File: src/rtl/prio_irq_pkg.sv
package prio_irq_pkg;

    localparam int SRC_W     = 16;
    localparam int LVL_W     = $clog2(SRC_W);
    localparam int TRAP_W    = 8;
    localparam int DATA_W    = 32;
    localparam int SEL_W     = 3;
    localparam logic [TRAP_W-1:0] TRAP_BASE = 8'h10;

    typedef enum logic [SEL_W-1:0] {
        SEL_PEND  = 3'd0,
        SEL_MASK  = 3'd1,
        SEL_CLR   = 3'd2,
        SEL_RAISE = 3'd3,
        SEL_TEST  = 3'd4
    } reg_sel_e;

    typedef struct packed {
        logic              en;
        reg_sel_e          sel;
        logic [DATA_W-1:0] data;
    } bus_wr_t;

    typedef struct packed {
        logic [LVL_W-1:0]  level;
        logic [TRAP_W-1:0] trap;
    } irq_out_t;

    // Highest set bit among positions 1..SRC_W-1; 0 when none.
    function automatic logic [LVL_W-1:0] top_source(logic [SRC_W-1:0] v);
        logic [LVL_W-1:0] r;
        r = '0;
        for (int i = 1; i < SRC_W; i++) begin
            if (v[i]) r = LVL_W'(i);
        end
        return r;
    endfunction

    function automatic logic [TRAP_W-1:0] trap_of(logic [LVL_W-1:0] lvl);
        return (lvl == '0) ? '0 : (TRAP_BASE + TRAP_W'(lvl));
    endfunction

endpackage

File: src/rtl/prio_irq_cfg.sv
module prio_irq_cfg
    import prio_irq_pkg::*;
#(
    parameter int TEST_BIT = 19
) (
    input  logic              clk,
    input  logic              rst,
    input  bus_wr_t           wr,
    input  reg_sel_e          rd_sel,
    input  logic [SRC_W-1:0]  pend_q,
    output logic [SRC_W-1:0]  mask_q,
    output logic [SRC_W-1:0]  clr_vec,
    output logic [SRC_W-1:0]  raise_vec,
    output logic              test_en,
    output logic [DATA_W-1:0] rdata
);

    localparam logic [SRC_W-1:0] SRC_BITS = {{(SRC_W-1){1'b1}}, 1'b0};

    logic [DATA_W-1:0] test_q;
    logic              wr_mask, wr_clr, wr_raise, wr_test;

    assign wr_mask  = wr.en && (wr.sel == SEL_MASK);
    assign wr_clr   = wr.en && (wr.sel == SEL_CLR);
    assign wr_raise = wr.en && (wr.sel == SEL_RAISE);
    assign wr_test  = wr.en && (wr.sel == SEL_TEST);

    assign test_en  = test_q[TEST_BIT];

    always_ff @(posedge clk) begin
        if (rst) begin
            mask_q <= SRC_BITS;
            test_q <= '0;
        end else begin
            if (wr_mask) mask_q <= wr.data[SRC_W-1:0] & SRC_BITS;
            if (wr_test) test_q <= wr.data;
        end
    end

    always_comb begin
        clr_vec   = wr_clr ? (wr.data[SRC_W-1:0] & SRC_BITS) : '0;
        raise_vec = (wr_raise && test_en) ? (wr.data[SRC_W-1:0] & SRC_BITS) : '0;
    end

    always_comb begin
        unique case (rd_sel)
            SEL_PEND: rdata = DATA_W'(pend_q);
            SEL_MASK: rdata = DATA_W'(mask_q);
            SEL_TEST: rdata = test_q;
            default:  rdata = '0;
        endcase
    end

    assert_mask_write_R6: assert property (@(posedge clk) disable iff (rst)
        wr_mask |=> (mask_q == ($past(wr.data[SRC_W-1:0]) & SRC_BITS)));

    assert_raise_gated_R5: assert property (@(posedge clk) disable iff (rst)
        (wr_raise && !test_en) |-> (raise_vec == '0));

endmodule

File: src/rtl/prio_irq_pend.sv
module prio_irq_pend
    import prio_irq_pkg::*;
(
    input  logic             clk,
    input  logic             rst,
    input  logic [SRC_W-1:0] src_pulse,
    input  logic [SRC_W-1:0] clr_vec,
    input  logic [SRC_W-1:0] raise_vec,
    input  logic             ack_valid,
    input  logic [LVL_W-1:0] ack_level,
    output logic [SRC_W-1:0] pend_q
);

    assign pend_q[0] = 1'b0;

    for (genvar i = 1; i < SRC_W; i++) begin : g_bit
        logic set_i, kill_i, q_i;

        assign set_i  = src_pulse[i] | raise_vec[i];
        assign kill_i = clr_vec[i] | (ack_valid && (ack_level == LVL_W'(i)));

        always_ff @(posedge clk) begin
            if (rst) q_i <= 1'b0;
            else     q_i <= set_i | (q_i & ~kill_i);
        end

        assign pend_q[i] = q_i;

        assert_set_wins_R4: assert property (@(posedge clk) disable iff (rst)
            (set_i && kill_i) |=> pend_q[i]);

        assert_pulse_sets_R2: assert property (@(posedge clk) disable iff (rst)
            src_pulse[i] |=> pend_q[i]);

        assert_clear_R3: assert property (@(posedge clk) disable iff (rst)
            (clr_vec[i] && !set_i) |=> !pend_q[i]);

        assert_hold_R2: assert property (@(posedge clk) disable iff (rst)
            (pend_q[i] && !kill_i) |=> pend_q[i]);
    end

endmodule

File: src/rtl/prio_irq_arb.sv
module prio_irq_arb
    import prio_irq_pkg::*;
(
    input  logic             clk,
    input  logic             rst,
    input  logic [SRC_W-1:0] pend_q,
    input  logic [SRC_W-1:0] mask_q,
    output irq_out_t         out_q
);

    logic [SRC_W-1:0] req;
    logic [LVL_W-1:0] lvl_d;

    assign req   = pend_q & ~mask_q;
    assign lvl_d = top_source(req);

    always_ff @(posedge clk) begin
        if (rst) begin
            out_q <= '0;
        end else begin
            out_q.level <= lvl_d;
            out_q.trap  <= trap_of(lvl_d);
        end
    end

    assert_level_pending_R7: assert property (@(posedge clk) disable iff (rst)
        (out_q.level != '0) |-> ((($past(req) >> out_q.level) & SRC_W'(1)) != '0));

    assert_level_highest_R7: assert property (@(posedge clk) disable iff (rst)
        ((($past(req) >> out_q.level) >> 1) == '0));

    assert_idle_R7: assert property (@(posedge clk) disable iff (rst)
        (out_q.level == '0) |-> (($past(req) & ~SRC_W'(1)) == '0));

    assert_trap_match_R8: assert property (@(posedge clk) disable iff (rst)
        (out_q.level != '0) |-> (out_q.trap[3:0] == out_q.level && out_q.trap[7:4] == 4'h1));

    assert_trap_idle_R8: assert property (@(posedge clk) disable iff (rst)
        (out_q.level == '0) |-> (out_q.trap == '0));

endmodule

File: src/rtl/prio_irq_ctrl.sv
module prio_irq_ctrl
    import prio_irq_pkg::*;
#(
    parameter int TEST_BIT = 19
) (
    input  logic              clk,
    input  logic              rst,
    input  logic [SRC_W-1:0]  src_pulse_i,
    input  logic              bus_wr_i,
    input  logic [SEL_W-1:0]  bus_sel_i,
    input  logic [DATA_W-1:0] bus_wdata_i,
    output logic [DATA_W-1:0] bus_rdata_o,
    input  logic              ack_valid_i,
    input  logic [LVL_W-1:0]  ack_level_i,
    output logic [LVL_W-1:0]  irq_level_o,
    output logic [TRAP_W-1:0] irq_trap_o
);

    bus_wr_t          wr;
    reg_sel_e         sel;
    logic [SRC_W-1:0] pend_q, mask_q, clr_vec, raise_vec;
    logic             test_en;
    irq_out_t         out_q;

    assign sel      = reg_sel_e'(bus_sel_i);
    assign wr.en    = bus_wr_i;
    assign wr.sel   = sel;
    assign wr.data  = bus_wdata_i;

    prio_irq_cfg #(.TEST_BIT(TEST_BIT)) u_cfg (
        .clk       (clk),
        .rst       (rst),
        .wr        (wr),
        .rd_sel    (sel),
        .pend_q    (pend_q),
        .mask_q    (mask_q),
        .clr_vec   (clr_vec),
        .raise_vec (raise_vec),
        .test_en   (test_en),
        .rdata     (bus_rdata_o)
    );

    prio_irq_pend u_pend (
        .clk       (clk),
        .rst       (rst),
        .src_pulse (src_pulse_i),
        .clr_vec   (clr_vec),
        .raise_vec (raise_vec),
        .ack_valid (ack_valid_i),
        .ack_level (ack_level_i),
        .pend_q    (pend_q)
    );

    prio_irq_arb u_arb (
        .clk    (clk),
        .rst    (rst),
        .pend_q (pend_q),
        .mask_q (mask_q),
        .out_q  (out_q)
    );

    assign irq_level_o = out_q.level;
    assign irq_trap_o  = out_q.trap;

    assert_raise_blocked_R5: assert property (@(posedge clk) disable iff (rst)
        (bus_wr_i && sel == SEL_RAISE && !test_en && src_pulse_i == '0 && !ack_valid_i)
        |=> (pend_q == $past(pend_q)));

    assert_bit0_idle_R10: assert property (@(posedge clk) disable iff (rst)
        ((src_pulse_i & ~SRC_W'(1)) == '0 && !bus_wr_i && !ack_valid_i)
        |=> (pend_q == $past(pend_q)));

    assert_ack_clears_R9: assert property (@(posedge clk) disable iff (rst)
        (ack_valid_i && ack_level_i != '0 && src_pulse_i[ack_level_i] == 1'b0 && raise_vec[ack_level_i] == 1'b0)
        |=> (pend_q[$past(ack_level_i)] == 1'b0));

endmodule

File: config.mk
export PLATFORM = sky130hd
export DESIGN_NAME = prio_irq_ctrl
export DESIGN_NICKNAME = d
export VERILOG_FILES = /design/src/rtl/prio_irq_pkg.sv /design/src/rtl/prio_irq_cfg.sv /design/src/rtl/prio_irq_pend.sv /design/src/rtl/prio_irq_arb.sv /design/src/rtl/prio_irq_ctrl.sv
export SDC_FILE = /design/constraint.sdc
export NUM_CORES = 1
export LEC_CHECK = 0
export BUFFER_PORTS_ARGS = -buffer_cell sky130_fd_sc_hd__buf_2
export CORE_AREA = 2 2 82 84
export CTS_CLUSTER_SIZE = 30
export DETAILED_ROUTE_END_ITERATION = 10
export DIE_AREA = 0 0 84 86
export PLACE_DENSITY_LB_ADDON = 0.1
export SLEW_MARGIN = 40
export SYNTH_ARGS = -nofsm -noshare
export SYNTH_HDL_FRONTEND = slang
export SYNTH_SLANG_ARGS = --single-unit
File: constraint.sdc
create_clock -name clk -period 3.7 [get_ports clk]
set_input_delay 0.74 -clock clk [delete_from_list [all_inputs] [get_ports clk]]
set_output_delay 0.74 -clock clk [all_outputs]
set_load 0.1 [all_outputs]
==> impl_metrics.ini <==
[status]
status = finished clean

[logic_synthesis]
synthesis.yosys.warnings = 0
synth_simple_gate_area_share_pct = 26.4
post_synth_fa_ha_maj_area_fraction_pct = 0
synth-compound-area-share_pct = 21.3
synth_cell_types = 36
synth.ff_latch_count = 71
post_synth.cell_area_avg_um2 = 8.10
synth-edff-count = 0
synth_mux_area_share_pct = 4.44
ys_dominant_reg_cell = sky130_fd_sc_hd__dfxtp_1
synthXorXnorAreaFrac_pct = 0
mapped_area_um2 = 3380
largest_family_of_logic_cells_by_synthesized_area = simple AND/OR/NAND/NOR gates
synthCells = 418
synth_seq_area_share_pct = 42.0
ys_async_sr_fraction_pct = 0

[drt]
routed_wire_length_per_instance_um = 15.6
routed_via_density = 5.64
drt_iter0_markers = 210
first_pass_iters = 5
wl_mm = 9.15
number_of_design_rule_violations_left_after_detail_routing = 0
vias = 3297
residual_antenna_violating_net_count_after_detailed_routing = 0

[power_and_ir_drop]
static-leakage-power_nw = 1.76
vdd_ir_drop_max_mv = 0.283
power_per_cell_area_nw_per_um2 = 483
post-layout-total-power_mw = 1.98

[clock_tree]
numClockSinks = 71
max-clock-path-buffers = 2
clockRootBuffer = sky130_fd_sc_hd__clkbuf_8
cts_tree = done
count_of_buffers_added_by_post_cts_timing_repair_for_setup = 0
clk_transition_reported_paths_ns = 0.07
ctsResizeCount = 0
ctsHtreeMaxLevel = 3
hold_buffers = 0
tritoncts.num_buffers = 9
clock_network_latency_to_the_later_pin_of_the_worst_skew_pair_ns = 0.35

[sta]
final_min_period_over_clock_period_pct = 79.5
fin_tns_setup_ns = 0
transition_time_at_the_pin_with_the_least_slew_margin_ns = 0.731
timing.slew.headroom_pct = 50.6
minimum_clock_period_ns = 2.94
rsz0062_at_grt = no
report.final.slew_viol_count = 0
setup_viol_count_final = 0
finalClockSkew_ns = 0.00904
fmaxAchievable_mhz = 340
timing.final.hold_violations = 0
hold_slack_ns = 0.450

[cells_and_area]
area_growth_syn_to_layout_pct = 21.4
layout_commonest_cell = sky130_fd_sc_hd__buf_2
mostFrequentLayoutCells = 98 x sky130_fd_sc_hd__buf_2, 71 x sky130_fd_sc_hd__dfxtp_1, 69 x sky130_fd_sc_hd__nand2_1, 60 x sky130_fd_sc_hd__nor2_1, 50 x sky130_fd_sc_hd__a21oi_1
fillerInstances = 568
antenna_cells_inserted = 0
final_nets = 562
layout-drive-gt1-share_pct = 24.6

[worst_setup_path]
critPathBufInv = 2
timing.reg2reg.setup_slack_ns = 2.00
worstSetupPathType = input pin to output port
reg2reg_from = u_pend.g_bit[9].q_i$_SDFF_PP0_
launching_element_of_the_worst_setup_path = bus_sel_i[2]
critPathTopFamily = simple AND/OR/NAND/NOR gates
critPathMaxStageDelay_ns = 0.42
timing.critical_path.slowest_stage_cell = sky130_fd_sc_hd__buf_2
critical_path_cell_sequence = buf_2 > nor2b_4 > nor2b_4 > and2_1 > buf_2
rr_endpoint = u_arb.out_q[4]$_SDFF_PP0_
timing.critical_path.to_type = output port
worst_setup_start_kind = input pin
worstSetupPathDepth = 5
worst-r2r-cell-count = 5
crit_path_max_fanout = 19
critical_path_arrival_ns = 2.20
cp.required_ns = 2.96

[floorplanning]
floorplan.die.width_um = 84
core_region_area_um2 = 6280
row_count = 29
fp.dieArea_um2 = 7220
start_util_pct = 53.9
num_io_pins = 103
die_height_um = 86

[grt]
grt_max_degree = 39
number_of_antenna_violations_at_the_first_check_in_global_routing = 0
first_pass_grt_wire_length_mm = 14.7
grt-ovfl-total = 0
grt_pass1_vias = 3041
grt.total_usage_pct = 25.5

[min_path]
min-delay-path-class = flip-flop to flip-flop
min_delay_path_depth = 2
min_delay_worst_endpoint = u_cfg.test_q[25]$_SDFFE_PP0P_
hold_start = u_cfg.test_q[25]$_SDFFE_PP0P_

[placement]
placer_congestion = 0.926
placement.io_buffers = 98
dp_hpwl_mm = 6.36

[run]
drv_cap = 0
flip-flops by register name, indices dropped and copies added (netlist names):
register	count
u_arb.out_q	9
u_cfg.mask_q	15
u_cfg.test_q	32
u_pend.g_bit.q_i	15
worst max path at each step:
stage	end	slack, ns
4_1_cts	bus_rdata_o[19]	0.76
2_1_floorplan	bus_rdata_o[10]	0.23
6_report	bus_rdata_o[19]	0.76
3_5_place_dp	bus_rdata_o[27]	0.75
5_1_grt	bus_rdata_o[0]	0.63
3_3_place_gp	bus_rdata_o[19]	0.77
logic make-up after synthesis:
| family | Yosys count |
|---|---|
| buffers and inverters | 34 |
| AOI/OAI and AO/OA | 107 |
| DFF | 71 |
| other | 1 |
| muxes | 15 |
| and+or+nand+nor | 190 |
metrics by stage:
stage | cells | cell area (um2) | utilization [%] | setup WS (ns)
finish | 585 | 4110 | 65.5 | 0.757
global route | 585 | 4110 | 65.5 | 0.629
CTS | 585 | 4110 | 65.5 | 0.758
detailed placement | 569 | 3840 | 61.2 | 0.746
global placement | 569 | 3840 | 61.2 | 0.766
floorplan | 420 | 3390 | - | 0.226
final cells by class:
cell class                      instances  area [um2]  share of cell area, %
Inverter                                1        3.75                 0.0914
Sequential cell                        71        1420                   34.6
Timing Repair Buffer                  105         543                   13.2
Tap cell                               77        96.3                   2.34
Clock inverter                          5         129                   3.14
Clock buffer                           11         141                   3.44
Multi-Input combinational cell        315        1770                   43.2
report_power, final:
part	total (mW)	internal [mW]	switching (mW)
clock	0.828	0.536	0.292
sequential	0.815	0.796	0.0188
combinational	0.342	0.0888	0.253
total	1.98	1.42	0.563
synthesized netlist by cell type, types with 2 or more instances:
library cell / instances / area share, %
sky130_fd_sc_hd__a32oi_1: 4 / 1.0
sky130_fd_sc_hd__and2_1: 18 / 3.3
sky130_fd_sc_hd__buf_2: 10 / 1.5
sky130_fd_sc_hd__a22oi_1: 11 / 2.4
sky130_fd_sc_hd__buf_4: 7 / 1.6
sky130_fd_sc_hd__nor2_1: 60 / 6.7
sky130_fd_sc_hd__nand2_1: 69 / 7.7
sky130_fd_sc_hd__nand3_1: 2 / 0.30
sky130_fd_sc_hd__buf_6: 4 / 1.3
sky130_fd_sc_hd__dfxtp_1: 71 / 42
sky130_fd_sc_hd__nand2b_1: 5 / 0.92
sky130_fd_sc_hd__mux2i_1: 15 / 4.4
sky130_fd_sc_hd__a211o_1: 15 / 3.9
sky130_fd_sc_hd__a221oi_1: 15 / 3.9
sky130_fd_sc_hd__nor2b_1: 27 / 5.0
sky130_fd_sc_hd__a21oi_1: 50 / 7.4
sky130_fd_sc_hd__clkbuf_1: 11 / 1.2
sky130_fd_sc_hd__a31oi_1: 5 / 0.92
sky130_fd_sc_hd__nor2b_4: 2 / 0.81
metal layers:
metal  track usage [%]  vias to the layer above  part of all wire (%)
met3              4.43                       14                   6.8
met5                 0                        -                     0
met4              8.80                        0                   1.4
met2              43.6                      127                    48
li1                  -                     1606                     -
met1              32.8                     1550                    44
worst register-to-register path, stage by stage (launching register included):
cell                      delay [ns]
sky130_fd_sc_hd__dfxtp_1        0.34
sky130_fd_sc_hd__nor2b_1        0.19
sky130_fd_sc_hd__nor4b_1        0.68
sky130_fd_sc_hd__nand3_1        0.14
sky130_fd_sc_hd__nor2_1         0.14
sky130_fd_sc_hd__a31oi_1        0.08
Note: power is estimated with default switching activity, not from simulation.
